<file path="src/rtl/poll_sched_pkg.sv">
package poll_sched_pkg;
  localparam int NUM_RINGS = 2;
  localparam int RING_RX   = 0;
  localparam int RING_TX   = 1;

  typedef struct packed {
    logic rx_en;
    logic tx_en;
    logic tx_poll_dis;
    logic rx_cur_own;
    logic rx_nxt_own;
    logic rx_ring_one;
    logic tx_cur_own;
  } ring_state_t;

  function automatic logic rx_needs_poll(ring_state_t s);
    return s.rx_en & (~s.rx_cur_own | (~s.rx_ring_one & ~s.rx_nxt_own));
  endfunction

  function automatic logic tx_needs_poll(ring_state_t s);
    return s.tx_en & ~s.tx_poll_dis & ~s.tx_cur_own;
  endfunction
endpackage

</file>
<file path="src/rtl/poll_timer.sv">
module poll_timer #(
  parameter int CNT_W   = 16,
  parameter int DEF_IVL = 32768
) (
  input  logic             clk_i,
  input  logic             rst_ni,
  input  logic             run_i,
  input  logic             cfg_we_i,
  input  logic             cfg_win_i,
  input  logic [CNT_W-1:0] cfg_ivl_i,
  output logic             tick_o
);
  localparam logic [CNT_W-1:0] IVL_RST = CNT_W'(DEF_IVL);

  logic [CNT_W-1:0] ivl_q, cnt_q;
  logic [CNT_W:0]   cnt_nx;

  assign cnt_nx = {1'b0, cnt_q} + 1'b1;
  // Zero interval behaves as one
  assign tick_o = run_i & (cnt_nx >= {1'b0, ivl_q});

  always_ff @(posedge clk_i or negedge rst_ni) begin
    if (!rst_ni) begin
      ivl_q <= IVL_RST;
      cnt_q <= '0;
    end else begin
      if (cfg_we_i && cfg_win_i) ivl_q <= cfg_ivl_i;
      if (run_i) cnt_q <= tick_o ? '0 : cnt_nx[CNT_W-1:0];
    end
  end

  p_hold_count_r3: assert property (@(posedge clk_i) disable iff (!rst_ni)
    !run_i |=> $stable(cnt_q));
  p_cfg_window_r10: assert property (@(posedge clk_i) disable iff (!rst_ni)
    !(cfg_we_i && cfg_win_i) |=> $stable(ivl_q));
endmodule

</file>
<file path="src/rtl/poll_ring_ctl.sv">
module poll_ring_ctl (
  input  logic clk_i,
  input  logic rst_ni,
  input  logic trig_i,
  input  logic need_i,
  input  logic hold_i,
  input  logic ack_i,
  output logic poll_o,
  output logic pend_o,
  output logic out_o
);
  logic pend_q, out_q, poll_q, issue;

  assign issue = pend_q & need_i & ~out_q & ~hold_i;

  always_ff @(posedge clk_i or negedge rst_ni) begin
    if (!rst_ni) begin
      pend_q <= 1'b0;
      out_q  <= 1'b0;
      poll_q <= 1'b0;
    end else begin
      // New trigger in the issue cycle survives for a later poll
      pend_q <= ((pend_q & ~issue) | trig_i) & need_i;
      out_q  <= issue | (out_q & ~ack_i);
      poll_q <= issue;
    end
  end

  assign poll_o = poll_q;
  assign pend_o = pend_q;
  assign out_o  = out_q;

  p_pulse_r9: assert property (@(posedge clk_i) disable iff (!rst_ni)
    poll_o |=> !poll_o);
endmodule

</file>
<file path="src/rtl/poll_sched.sv">
module poll_sched
  import poll_sched_pkg::*;
#(
  parameter int CNT_W   = 16,
  parameter int DEF_IVL = 32768
) (
  input  logic             clk_i,
  input  logic             rst_ni,
  input  logic             rx_en_i,
  input  logic             tx_en_i,
  input  logic             tx_poll_dis_i,
  input  logic             rx_cur_own_i,
  input  logic             rx_nxt_own_i,
  input  logic             rx_ring_one_i,
  input  logic             tx_cur_own_i,
  input  logic             busy_i,
  input  logic             rx_done_i,
  input  logic             tx_done_i,
  input  logic             tx_demand_i,
  input  logic             cfg_we_i,
  input  logic             cfg_win_i,
  input  logic [CNT_W-1:0] cfg_ivl_i,
  input  logic             rx_ack_i,
  input  logic             tx_ack_i,
  output logic             rx_poll_o,
  output logic             tx_poll_o
);
  ring_state_t st;
  logic tick, force_poll;
  logic [NUM_RINGS-1:0] need, trig, hold, ack, poll, pend, outs;

  assign st = '{rx_en: rx_en_i, tx_en: tx_en_i, tx_poll_dis: tx_poll_dis_i,
                rx_cur_own: rx_cur_own_i, rx_nxt_own: rx_nxt_own_i,
                rx_ring_one: rx_ring_one_i, tx_cur_own: tx_cur_own_i};

  poll_timer #(.CNT_W(CNT_W), .DEF_IVL(DEF_IVL)) u_timer (
    .clk_i     (clk_i),
    .rst_ni    (rst_ni),
    .run_i     (~busy_i),
    .cfg_we_i  (cfg_we_i),
    .cfg_win_i (cfg_win_i),
    .cfg_ivl_i (cfg_ivl_i),
    .tick_o    (tick)
  );

  assign force_poll = rx_done_i | tx_done_i | tx_demand_i;

  assign need[RING_RX] = rx_needs_poll(st);
  assign need[RING_TX] = tx_needs_poll(st);
  assign ack[RING_RX]  = rx_ack_i;
  assign ack[RING_TX]  = tx_ack_i;
  assign hold[RING_RX] = busy_i;
  // Receive work in flight keeps the transmit poll back
  assign hold[RING_TX] = busy_i | (pend[RING_RX] & need[RING_RX]) | outs[RING_RX];

  for (genvar g = 0; g < NUM_RINGS; g++) begin : g_ring
    assign trig[g] = tick | force_poll;

    poll_ring_ctl u_ctl (
      .clk_i  (clk_i),
      .rst_ni (rst_ni),
      .trig_i (trig[g]),
      .need_i (need[g]),
      .hold_i (hold[g]),
      .ack_i  (ack[g]),
      .poll_o (poll[g]),
      .pend_o (pend[g]),
      .out_o  (outs[g])
    );

    p_one_outstanding_r9: assert property (@(posedge clk_i) disable iff (!rst_ni)
      (outs[g] && !ack[g]) |=> !poll[g]);
    p_latched_r11: assert property (@(posedge clk_i) disable iff (!rst_ni)
      (pend[g] && need[g] && hold[g]) |=> pend[g]);
  end

  assign rx_poll_o = poll[RING_RX];
  assign tx_poll_o = poll[RING_TX];

  p_rx_off_r5: assert property (@(posedge clk_i) disable iff (!rst_ni)
    !rx_en_i |=> !rx_poll_o);
  p_ring_one_r4: assert property (@(posedge clk_i) disable iff (!rst_ni)
    (rx_cur_own_i && rx_ring_one_i) |=> !rx_poll_o);
  p_tx_gate_r6: assert property (@(posedge clk_i) disable iff (!rst_ni)
    (tx_poll_dis_i || !tx_en_i || tx_cur_own_i) |=> !tx_poll_o);
  p_busy_quiet_r3: assert property (@(posedge clk_i) disable iff (!rst_ni)
    busy_i |=> !(rx_poll_o || tx_poll_o));
  p_order_r8: assert property (@(posedge clk_i) disable iff (!rst_ni)
    $onehot0({rx_poll_o, tx_poll_o}));
endmodule

</file>
<file path="config.mk">
export PLATFORM = sky130hd
export DESIGN_NAME = poll_sched
export DESIGN_NICKNAME = d
export VERILOG_FILES = /design/src/rtl/poll_sched_pkg.sv /design/src/rtl/poll_timer.sv /design/src/rtl/poll_ring_ctl.sv /design/src/rtl/poll_sched.sv
export SDC_FILE = /design/constraint.sdc
export NUM_CORES = 1
export LEC_CHECK = 0
export ABC_AREA = 1
export BUFFER_PORTS_ARGS = -buffer_cell sky130_fd_sc_hd__buf_2
export CAP_MARGIN = 20
export CORE_UTILIZATION = 60
export DETAILED_ROUTE_END_ITERATION = 8
export PLACE_DENSITY = 0.84
export SLEW_MARGIN = 40
export SYNTH_ARGS = -nofsm -noshare
export SYNTH_HDL_FRONTEND = slang
export SYNTH_SLANG_ARGS = --single-unit
</file>
<file path="constraint.sdc">
create_clock -name clk_i -period 4.6 [get_ports clk_i]
set_clock_uncertainty 0.2 [all_clocks]
set_input_delay 0.92 -clock clk_i [delete_from_list [all_inputs] [get_ports clk_i]]
set_output_delay 0.92 -clock clk_i [all_outputs]
set_load 0.005 [all_outputs]
</file>
==> qor.csv, run 1 <==
stage,metric,value,unit
route,post_drt_wl_per_cell,11.4,um
route,drtIter0Drc,93,
power_and_ir_drop,switching_share,32.8,%
power_and_ir_drop,p_leak,0.00143,uW
hold_path,hold_depth,2,
setup_path,required,4.62,ns
power_and_ir_drop,pwr-share-seq,46.9,%
power_and_ir_drop,vdd_drop_max,0.257,mV
sta,finalSetupViolCount,0,
outcome,outcome,completed,
setup_path,r2r-start,u_timer.cnt_q[0]$_DFFE_PN0N_,
hold_path,hp-class,flop to flop,
finish,n_fill_cell,288,
die,io_pins,35,
die,initial_utilization,64.2,%
die,die_h,62.7,um
grt,grt_max_degree,39,
yosys,synth.net_count,331,
route,wl,4160,um
grt,grt.total_usage,24.2,%
die,dieArea,3930,sq um
power_and_ir_drop,clockPowerShare,26.7,%
clock_network,post_cts_resized,0,
yosys,synth_area_leaders,"dfrtp_1 (42%), nand2_1 (13%), ha_1 (9.6%), inv_1 (7.5%), nor2_1 (5.4%)",
finish,synthToLayoutAreaGrowth,13.4,%
sta,worstMarginPinSlew,0.499,ns
yosys,synth_area,2210,sq um
finish,ff_latch_area,952,sq um
placed_design,place.gp.congestion,0.928,
yosys,syn_inst,281,
yosys,ys_seq_elements,38,
sta,final_max_slew_viol_count,0,
placed_design,placed_area,2410,sq um
yosys,synthFlopType,dfrtp_1,
grt,antenna_found_initial,0,
finish,stdcell_area,2500,sq um
sta,fin_setup_tns,0,ns
yosys,synth_edf_count,0,
yosys,synth_top_area_share,41.9,%
sta,finalHoldViolCount,0,
sta,rsz0062_at_grt,no,
die,coreArea,3440,sq um
power_and_ir_drop,internal-power,595,uW
sta,maxSlewHeadroom,66.6,%
clock_network,hold_buffers,0,
finish,finalNetCount,367,
clock_network,cts_root_buffer,clkbuf_8,
setup_path,r2r_cells,18,
yosys,synth-async-reset-ratio,100,%
setup_path,r2r-end,u_timer.cnt_q[13]$_DFFE_PN0N_,
hold_path,min_from,u_timer.ivl_q[15]$_DFFE_PN1P_,
finish,drive_gt1_share,16.7,%
route,drc,0,
yosys,seq_area_frac_synth,43.1,%
yosys,syn_avg_cell_area,7.86,sq um
clock_network,clock-sinks,38,
finish,multi_input_area,1070,sq um
yosys,yosysTopAreaCell,dfrtp_1,
placed_design,hpwl,3230,um
finish,n_antenna_cell,0,
yosys,yosys.cell_types.count,27,
grt,grt_first_pass_wirelength,7290,um
grt,overflow,0,
power_and_ir_drop,comb_power_share,26.5,%
setup_path,reg2reg_setup_slack,1.40,ns
route,dr_wl_met2,2130,um
clock_network,cts.clk_slew.worst_paths,0.07,ns
die,die-width,62.7,um
clock_network,htree_num_levels,2,
yosys,synth_most_common_cell,nand2_1,
hold_path,min_to,u_timer.ivl_q[15]$_DFFE_PN1P_,
clock_network,cts_tree,yes,
route,ant_nets,0,
route,viasPerCell,4.89,
clock_network,cts.path.max_buffers,2,
setup_path,path_max_fanout,16,
power_and_ir_drop,total_power,885,uW
clock_network,clk_latency,0.29,ns
sta,timing.fmax,312,MHz
clock_network,numCtsBuffers,5,
route,vias,1780,
route,top_layer_used,met4,
placed_design,io_buffers,34,
route,met3WireLength,128,um
finish,final_util,72.8,%
power_and_ir_drop,powerDensity,353,nW/um^2
route,drt-met1-wl,1840,um
clock_network,cts_setup_buffers,0,
setup_path,cp-start-kind,flop,
sta,hold-worst-slack,0.286,ns
yosys,yosysWarnings,0,
route,drtPass1Iterations,4,
setup_path,crit_type,flop to flop,
grt,grt_pass1_vias,1764,
power_and_ir_drop,power.switching,290,uW
job,cap_violations,0,
setup_path,cp-end-kind,flop,
sta,post-route-period-util,69.7,%
die,rows,21,
sta,post-route-min-period,3.20,ns
yosys,synth_common_cells,"nand2_1 (76), inv_1 (44), dfrtp_1 (37), nor2_1 (32), a21oi_1 (20)",
setup_path,arrival,3.22,ns
## area by class of cell
class,instances,share of cell area (%)
Multi-Input combinational cell,194,42.6
Sequential cell,38,38.0
Timing Repair Buffer,34,6.89
Inverter,44,6.59
Clock buffer,7,3.45
Tap cell,46,2.30
Clock inverter,1,0.200
## how the worst max path moves through the flow
stage                                    end  slack, ns                    startpoint  cells after the start
6_report       u_timer.cnt_q[13]$_DFFE_PN0N_       1.40  u_timer.cnt_q[0]$_DFFE_PN0N_                     18
5_1_grt        u_timer.cnt_q[13]$_DFFE_PN0N_       1.02  u_timer.cnt_q[0]$_DFFE_PN0N_                     18
4_1_cts        u_timer.cnt_q[13]$_DFFE_PN0N_       1.40  u_timer.cnt_q[0]$_DFFE_PN0N_                     18
3_5_place_dp   u_timer.cnt_q[13]$_DFFE_PN0N_       1.43  u_timer.cnt_q[0]$_DFFE_PN0N_                     18
3_3_place_gp    u_timer.cnt_q[7]$_DFFE_PN0N_       1.59  u_timer.cnt_q[0]$_DFFE_PN0N_                     18
2_1_floorplan  u_timer.cnt_q[14]$_DFFE_PN0N_       1.78  u_timer.cnt_q[0]$_DFFE_PN0N_                     19
## flip-flops by register name (all words and copies together), names as in the netlist
| name | flops |
|---|---|
| g_ring.u_ctl.out_o | 2 |
| u_timer.cnt_q | 16 |
| g_ring.u_ctl.poll_o | 2 |
| g_ring.u_ctl.pend_o | 2 |
| u_timer.ivl_q | 16 |
## power groups by stage
stage          logic, uW  clock network [uW]  registers, uW
2_1_floorplan        173                   0            413
3_3_place_gp         221                   0            419
3_5_place_dp         234                   0            421
4_1_cts              236                 242            415
5_1_grt              275                 258            420
6_report             234                 236            415
## logic make-up after synthesis
kind of cell / after synthesis / synth area share (%)
muxes: 1 / 0.510
buffers and inverters: 49 / 8.72
and+or+nand+nor: 128 / 24.8
adders and majority gates: 17 / 9.63
xor gates and xnor gates: 12 / 4.76
AOI/OAI and AO/OA: 36 / 8.44
DFF: 38 / 43.1
## critical path, cell delays in order (launching register included)
cell	delay (ns)
dfrtp_1	0.43
ha_1	0.22
nand2_2	0.09
nor2_4	0.16
nand2_4	0.09
nor3_1	0.26
nand2_1	0.11
xor2_1	0.14
inv_1	0.07
ha_1	0.29
nand2_1	0.07
nand2_1	0.05
a21oi_1	0.10
o21ai_0	0.08
nor2_1	0.11
nand3_2	0.12
nor2_4	0.32
nand2_1	0.11
o21ai_1	0.10
## per-layer routing
layer | global-route usage, % | vias up
met2 | 44.3 | 22
met1 | 27.1 | 807
met5 | 0 | -
met4 | 9.30 | 0
li1 | - | 944
met3 | 5.47 | 7
## layout by cell type (no fill, tap or decap)
cell      count
nand3_1       4
inv_1        44
o21a_1        1
nor2_4        3
buf_4         1
a21oi_1      20
ha_1         17
clkbuf_1      1
a21o_1        1
mux2_2        1
o22ai_1       1
nor3_1        5
o21ai_1       2
nand3b_1      1
xor2_1        9
nand2_1      75
o21ai_0      11
nand4_1       1
xnor2_1       3
buf_2        33
clkbuf_8      6
nand2_4       1
nand3_2       2
dfrtp_1      37
nand2_2       3
nor2_1       32
nor2_2        1
clkinv_2      1
dfstp_2       1
## through the flow
stage	setup slack (ns)	instances
final	1.40	364
after global routing	1.02	364
after CTS	1.40	364
after detailed placement	1.43	356
after global placement	1.59	356
after floorplan	1.78	281
No activity file was read; power rests on OpenSTA's default activity.
==> run 2: changes to the inputs <==
CORE_UTILIZATION = 51   (was 60)
PLACE_DENSITY = 0.76   (was 0.84)
clock period = 2.6 ns   (was 4.6 ns; I/O delays follow)
==> qor.csv, run 2 (synthesis results as in run 1) <==
stage,metric,value,unit
outcome,outcome,"finished, violations left",
outcome,violations,"negative hold slack, negative setup slack",
setup_path,cp-start-kind,flop,
setup_path,reg2reg_setup_slack,-0.28,ns
finish,n_fill_cell,306,
power_and_ir_drop,p_leak,0.00163,uW
clock_network,cts_tree,yes,
setup_path,cpMaxStageDelayCell,dfrtp_1,
finish,n_antenna_cell,0,
setup_path,r2r-start,u_timer.cnt_q[0]$_DFFE_PN0N_,
placed_design,hpwl,3450,um
route,vias,2028,
finish,final_common_cell,nand2_1,
clock_network,cts.clk_slew.worst_paths,0.08,ns
die,die_h,67.8,um
finish,synthToLayoutAreaGrowth,29.9,%
finish,drive_gt1_share,29.0,%
sta,timing.fmax,347,MHz
clock_network,clock-sinks,38,
sta,fin_setup_tns,-4.05,ns
sta,finalSetupViolCount,18,
grt,overflow,0,
placed_design,io_buffers,34,
grt,grt_pass1_vias,1921,
route,drc,0,
sta,maxSlewHeadroom,68.6,%
sta,post-route-period-util,111,%
setup_path,r2r_cells,16,
setup_path,crit_chain,ha_2 > nand2_2 > nor2_4 > nand2_4 > buf_4 > xnor2_1 > ha_1 > a21o_1 > nor2_1 > nand3_1 > nand2_2 > nand3_2 > nor2_4 > buf_12 > nand2_1 > o21ai_0,
sta,finalHoldViolCount,37,
grt,antenna_found_initial,0,
finish,finalNetCount,401,
placed_design,place.gp.congestion,0.870,
power_and_ir_drop,powerDensity,589,nW/um^2
route,post_drt_wl_per_cell,12.7,um
die,rows,23,
die,dieArea,4600,sq um
route,wl,5110,um
sta,worstMarginPinSlew,0.471,ns
clock_network,numCtsBuffers,5,
route,drtPass1Iterations,4,
die,coreArea,4090,sq um
sta,fin_ws,-0.278,ns
clock_network,htree_num_levels,2,
finish,final_util,70.2,%
setup_path,startpoint,u_timer.cnt_q[0]$_DFFE_PN0N_,
job,cap_violations,0,
sta,final_max_slew_viol_count,0,
setup_path,r2r-end,u_timer.cnt_q[7]$_DFFE_PN0N_,
setup_path,path_max_fanout,16,
clock_network,cts_root_buffer,clkbuf_8,
setup_path,setup.worst_path.end,u_timer.cnt_q[7]$_DFFE_PN0N_,
setup_path,arrival,2.88,ns
grt,grt.total_usage,25.0,%
setup_path,cp-end-kind,flop,
setup_path,crit_type,flop to flop,
clock_network,hold_buffers,0,
clock_network,cts.path.max_buffers,2,
route,drtIter0Drc,165,
clock_network,clk_latency,0.30,ns
sta,hold-worst-slack,-0.0313,ns
setup_path,cp_slowest_stage_delay,0.40,ns
sta,post-route-min-period,2.88,ns
grt,grt_first_pass_wirelength,8360,um
die,initial_utilization,54.0,%
route,ant_nets,0,
hold_path,hp-class,primary input to asynchronous set/reset pin,
die,io_pins,35,
finish,reg_top3,"u_timer.cnt_q (16), u_timer.ivl_q (16)",
die,die-width,67.8,um
route,viasPerCell,5.04,
power_and_ir_drop,vdd_drop_max,0.366,mV
finish,mostFrequentLayoutCells,"nand2_1 (73), inv_1 (44), dfrtp_1 (37)",
setup_path,required,2.60,ns
sta,rsz0062_at_grt,yes,
grt,grt_max_degree,39,
-- run 2: cell count changes in the layout (fill, tap and decap cells not counted), sizes merged --
| cell | previous run | this run |
|---|---|---|
| buf | 34 | 68 |
| clkbuf | 7 | 6 |
| clkinvlp | 0 | 1 |
-- run 2: critical path: cells and delay by family, from the launching register on --
kind                       cells  cell delay (ns)
and+or+nand+nor                9             0.89
adders and majority gates      2             0.50
DFF                            1             0.40
buffers and inverters          2             0.29
AOI/OAI and AO/OA              2             0.27
xor gates and xnor gates       1             0.22
-- run 2: through the flow --
stage / instances / cell area [sq um] / total power [uW] / hold slack [ns] / setup WS, ns
finish: 402 / 2870 / 1690 / -0.0313 / -0.278
global placement: 382 / 2610 / 1180 / 0.275 / -0.0998
CTS: 397 / 2800 / 1660 / 0.148 / -0.176
global route: 402 / 2870 / 1800 / 0.00451 / -0.433
detailed placement: 382 / 2610 / 1210 / 0.273 / -0.209
floorplan: 281 / 2220 / 1040 / 0.0244 / -0.109
-- run 2: routing by layer --
metal  GRT usage (%)  wire length [um]  vias up
met5               0                 0        -
met4            9.11               139        0
met3            5.57               300       12
met2            43.3              2540       66
met1            30.3              2130      938
li1                -                 -     1012
-- run 2: worst min path at each step --
stage | endpoint | start | cells past startpoint
after floorplan | g_ring[0].u_ctl.out_o$_DFF_PN0_ | rst_ni | 0
after global placement | u_timer.ivl_q[15]$_DFFE_PN1P_ | u_timer.ivl_q[15]$_DFFE_PN1P_ | 2
after CTS | u_timer.ivl_q[7]$_DFFE_PN0P_ | rst_ni | 1
final | u_timer.cnt_q[8]$_DFFE_PN0N_ | rst_ni | 1
after detailed placement | u_timer.ivl_q[15]$_DFFE_PN1P_ | u_timer.ivl_q[15]$_DFFE_PN1P_ | 2
after global routing | u_timer.cnt_q[8]$_DFFE_PN0N_ | rst_ni | 1
-- run 2: final cells by class --
cell class | count | area [sq um] | area share (%)
flip-flops and latches | 38 | 952 | 33.2
well taps | 50 | 62.6 | 2.18
clock buffers | 6 | 82.6 | 2.88
inverters | 44 | 165 | 5.76
multi-input cells | 194 | 1150 | 40.2
repair buffers | 68 | 440 | 15.4
clock inverters | 2 | 12.5 | 0.436
-- run 2: power by group --
part / total [uW] / internal, uW / switching [uW] / leakage [uW]
Clock: 427 / 213 / 214 / 0.0000472
Combinational: 535 / 225 / 310 / 0.00111
Sequential: 726 / 676 / 50.2 / 0.000469
-- run 2: timing repair --
action                     4_1_cts  5_1_grt
resized for setup                9        8
cloned                           0        0
buffers inserted                 7        5
pin swaps                        1        5
setup endpoints to repair       18       18
==> run 3: changes to the inputs <==
ABC_AREA = not set   (was 1)
CORE_UTILIZATION = 57   (was 51)
PLACE_DENSITY = 0.8   (was 0.76)
SYNTH_HIERARCHICAL = 1   (was not set)
clock period = 3.1 ns   (was 2.6 ns; I/O delays follow)
==> qor.csv, run 3 <==
stage,metric,value,unit
yosys,synth_mux_area_share,8.36,%
route,top_layer_used,met4,
route,viasPerCell,5.59,
yosys,synthFlopType,dfrtp_1,
yosys,synth_most_common_cell,dfrtp_1,
setup_path,cp-start-kind,flop,
route,post_drt_wl_per_cell,15.9,um
route,drtPass1Iterations,4,
finish,finalNetCount,337,
grt,antenna_found_initial,0,
yosys,synth_common_cells,"dfrtp_1 (37), nand2_1 (21), inv_1 (19), ha_1 (17), mux2_2 (16)",
finish,drive_gt1_share,45.1,%
clock_network,htree_num_levels,2,
yosys,synth_top_area_share,40.7,%
setup_path,cpMaxStageDelayCell,or4_4,
finish,final_cells,336,
yosys,yosysWarnings,6,
clock_network,cts_root_buffer,clkbuf_8,
yosys,seq_area_frac_synth,41.9,%
sta,post-route-period-util,110,%
power_and_ir_drop,clockPowerShare,24.2,%
finish,synthToLayoutAreaGrowth,32.1,%
route,drtIter0Drc,134,
yosys,syn_inst,212,
setup_path,path_max_fanout,4,
die,rows,22,
die,initial_utilization,60.8,%
yosys,synth_area,2270,sq um
setup_path,cp_top_family,simple AND/OR/NAND/NOR gates,
placed_design,hpwl,3740,um
yosys,yosysTopAreaCell,dfrtp_1,
die,die_h,65.2,um
setup_path,crit_chain,ha_4 > and4_4 > nand3_4 > nor2_2 > xor2_1 > ha_1 > a21o_1 > a21o_1 > a211oi_2 > o311ai_4 > and2_1 > or4_4 > o21ai_0 > nor2_1,
placed_design,dpl.cell_count,322,
finish,mostFrequentLayoutCells,"buf_4 (41), dfrtp_1 (37), buf_2 (33)",
yosys,synth_compound_area_share,13.5,%
setup_path,crit_top_cell,a21o_1,
placed_design,io_buffers,34,
yosys,synth-async-reset-ratio,100,%
setup_path,critPathBufInv,0,
grt,grt.total_usage,26.6,%
route,vias,1878,
power_and_ir_drop,pwr-share-seq,42.3,%
route,dr_wl_met2,2750,um
sta,maxSlewHeadroom,53.2,%
setup_path,arrival,3.39,ns
setup_path,cp-end-kind,flop,
yosys,synth_top_family_by_area,simple AND/OR/NAND/NOR gates,
clock_network,numCtsBuffers,5,
die,die-width,65.2,um
route,drt-met1-wl,2290,um
die,dieArea,4250,sq um
sta,finalHoldViolCount,0,
yosys,synth.net_count,262,
outcome,outcome,"finished, violations left",
yosys,yosys.cell_types.count,43,
yosys,synth_fa_ha_area_share,9.35,%
power_and_ir_drop,switching_share,31.6,%
finish,final_common_cell,buf_4,
clock_network,clock-sinks,38,
route,met3WireLength,159,um
hold_path,hp-class,primary input to asynchronous set/reset pin,
yosys,synth_edf_count,0,
sta,post-route-min-period,3.42,ns
finish,n_antenna_cell,0,
yosys,syn_avg_cell_area,10.7,sq um
power_and_ir_drop,internal-power,987,uW
sta,fin_ws,-0.318,ns
clock_network,cts_tree,yes,
sta,timing.fmax,293,MHz
grt,grt_pass1_vias,1935,
placed_design,place.gp.congestion,0.924,
grt,grt_max_degree,39,
sta,finalSetupViolCount,7,
sta,final_max_slew_viol_count,0,
power_and_ir_drop,comb_power_share,33.5,%
power_and_ir_drop,powerDensity,481,nW/um^2
setup_path,cp_slowest_stage_delay,0.45,ns
outcome,violations,negative setup slack,
route,wl,5340,um
route,drc,0,
grt,overflow,0,
clock_network,cts.path.max_buffers,2,
finish,n_fill_cell,249,
power_and_ir_drop,power.switching,457,uW
yosys,synth_area_leaders,"dfrtp_1 (41%), ha_1 (9.4%), mux2_2 (7.9%), o2bb2ai_1 (5.0%), nand2_1 (3.5%)",
setup_path,required,3.07,ns
yosys,synth_simple_gate_area_share,16.9,%
job,cap_violations,0,
power_and_ir_drop,p_leak,0.00153,uW
sta,hold-worst-slack,0.0962,ns
power_and_ir_drop,vdd_drop_max,0.353,mV
yosys,ys_seq_elements,38,
die,coreArea,3740,sq um
clock_network,cts.clk_slew.worst_paths,0.07,ns
finish,reg_top3,"u_timer/cnt_q (16), u_timer/ivl_q (16)",
yosys,synth_xor_area_share,5.34,%
setup_path,crit_type,flop to flop,
route,ant_nets,0,
die,io_pins,35,
sta,worstMarginPinSlew,0.700,ns
clock_network,clk_latency,0.28,ns
grt,grt_first_pass_wirelength,8510,um
sta,rsz0062_at_grt,yes,
==> run 3: routing by layer <==
metal / global-route usage [%] / vias to the layer above
met5: 0 / -
met4: 10.9 / 0
met3: 4.69 / 16
met2: 46.3 / 38
met1: 32.4 / 914
li1: - / 910
==> run 3: cell type report <==
cell class                 instances  area, sq um  share of cell area, %
tap                               48         60.1                   2.00
clock inverter                     2         12.5                  0.416
clock buffer                       6         82.6                   2.75
multi-input combinational        149         1350                   45.0
inverter                          19         71.3                   2.37
timing repair buffer              74          473                   15.7
sequential                        38          952                   31.7
==> run 3: cells by family (layout without fill, tap and decap cells) <==
logic type               count (synthesis)  count (layout)
AND/OR/NAND/NOR                         63              63
AO/OA/AOI/OAI                           39              39
flip-flops                              38              38
buffers and inverters                   25             101
adder cells (fa/ha/maj)                 17              17
multiplexers                            17              17
XOR/XNOR                                13              13
==> run 3: metrics by stage <==
step	TNS (ns)	power (uW)	utilization (%)	instance area, sq um	setup slack [ns]
final	-1.48	1440	80.2	3000	-0.318
after global routing	-3.44	1540	80.2	3000	-0.451
after CTS	-1.15	1430	78.2	2930	-0.287
after detailed placement	-1.32	1070	74.5	2790	-0.308
after global placement	-0.477	1050	74.5	2790	-0.179
after floorplan	-0.452	880	-	2340	-0.229
==> run 3: worst reg2reg max path, cell delays in order, from the launching register on <==
cell,delay (ns)
dfrtp_1,0.44
ha_4,0.16
and4_4,0.25
nand3_4,0.07
nor2_2,0.09
xor2_1,0.21
ha_1,0.30
a21o_1,0.20
a21o_1,0.18
a211oi_2,0.23
o311ai_4,0.15
and2_1,0.15
or4_4,0.45
o21ai_0,0.18
nor2_1,0.05
==> run 3: what timing repair did <==
item	in CTS	in global routing
pin swaps	1	11
setup buffers	3	3
gates resized for setup	4	8
hold buffers	0	0
endpoints found under the setup margin	7	18
==> run 3: power by group through the flow <==
stage,logic (uW),registers [uW],clock network (uW)
finish,483,611,350
global route,538,619,379
CTS,461,607,361
detailed placement,449,618,0
global placement,433,612,0
floorplan,264,616,0
==> run 3: path summary, 6_finish.rpt <==
| path | startpoint | endpoint | depth (start not counted) | slack, ns |
|---|---|---|---|---|
| min in group clk_i | u_timer/ivl_q[13]$_DFFE_PN0P_ | u_timer/ivl_q[13]$_DFFE_PN0P_ | 1 | 0.31 |
| min | rst_ni | u_timer/ivl_q[1]$_DFFE_PN0P_ | 1 | 0.1 |
| max | u_timer/cnt_q[1]$_DFFE_PN0P_ | g_ring[0].u_ctl/pend_o$_DFF_PN0_ | 14 | -0.32 |
| max reg2reg | u_timer/cnt_q[1]$_DFFE_PN0P_ | g_ring[0].u_ctl/pend_o$_DFF_PN0_ | 14 | -0.32 |
| min reg2reg | u_timer/ivl_q[13]$_DFFE_PN0P_ | u_timer/ivl_q[13]$_DFFE_PN0P_ | 1 | 0.31 |
| max in group asynchronous | rst_ni | u_timer/ivl_q[15]$_DFFE_PN1P_ | 1 | 2.25 |
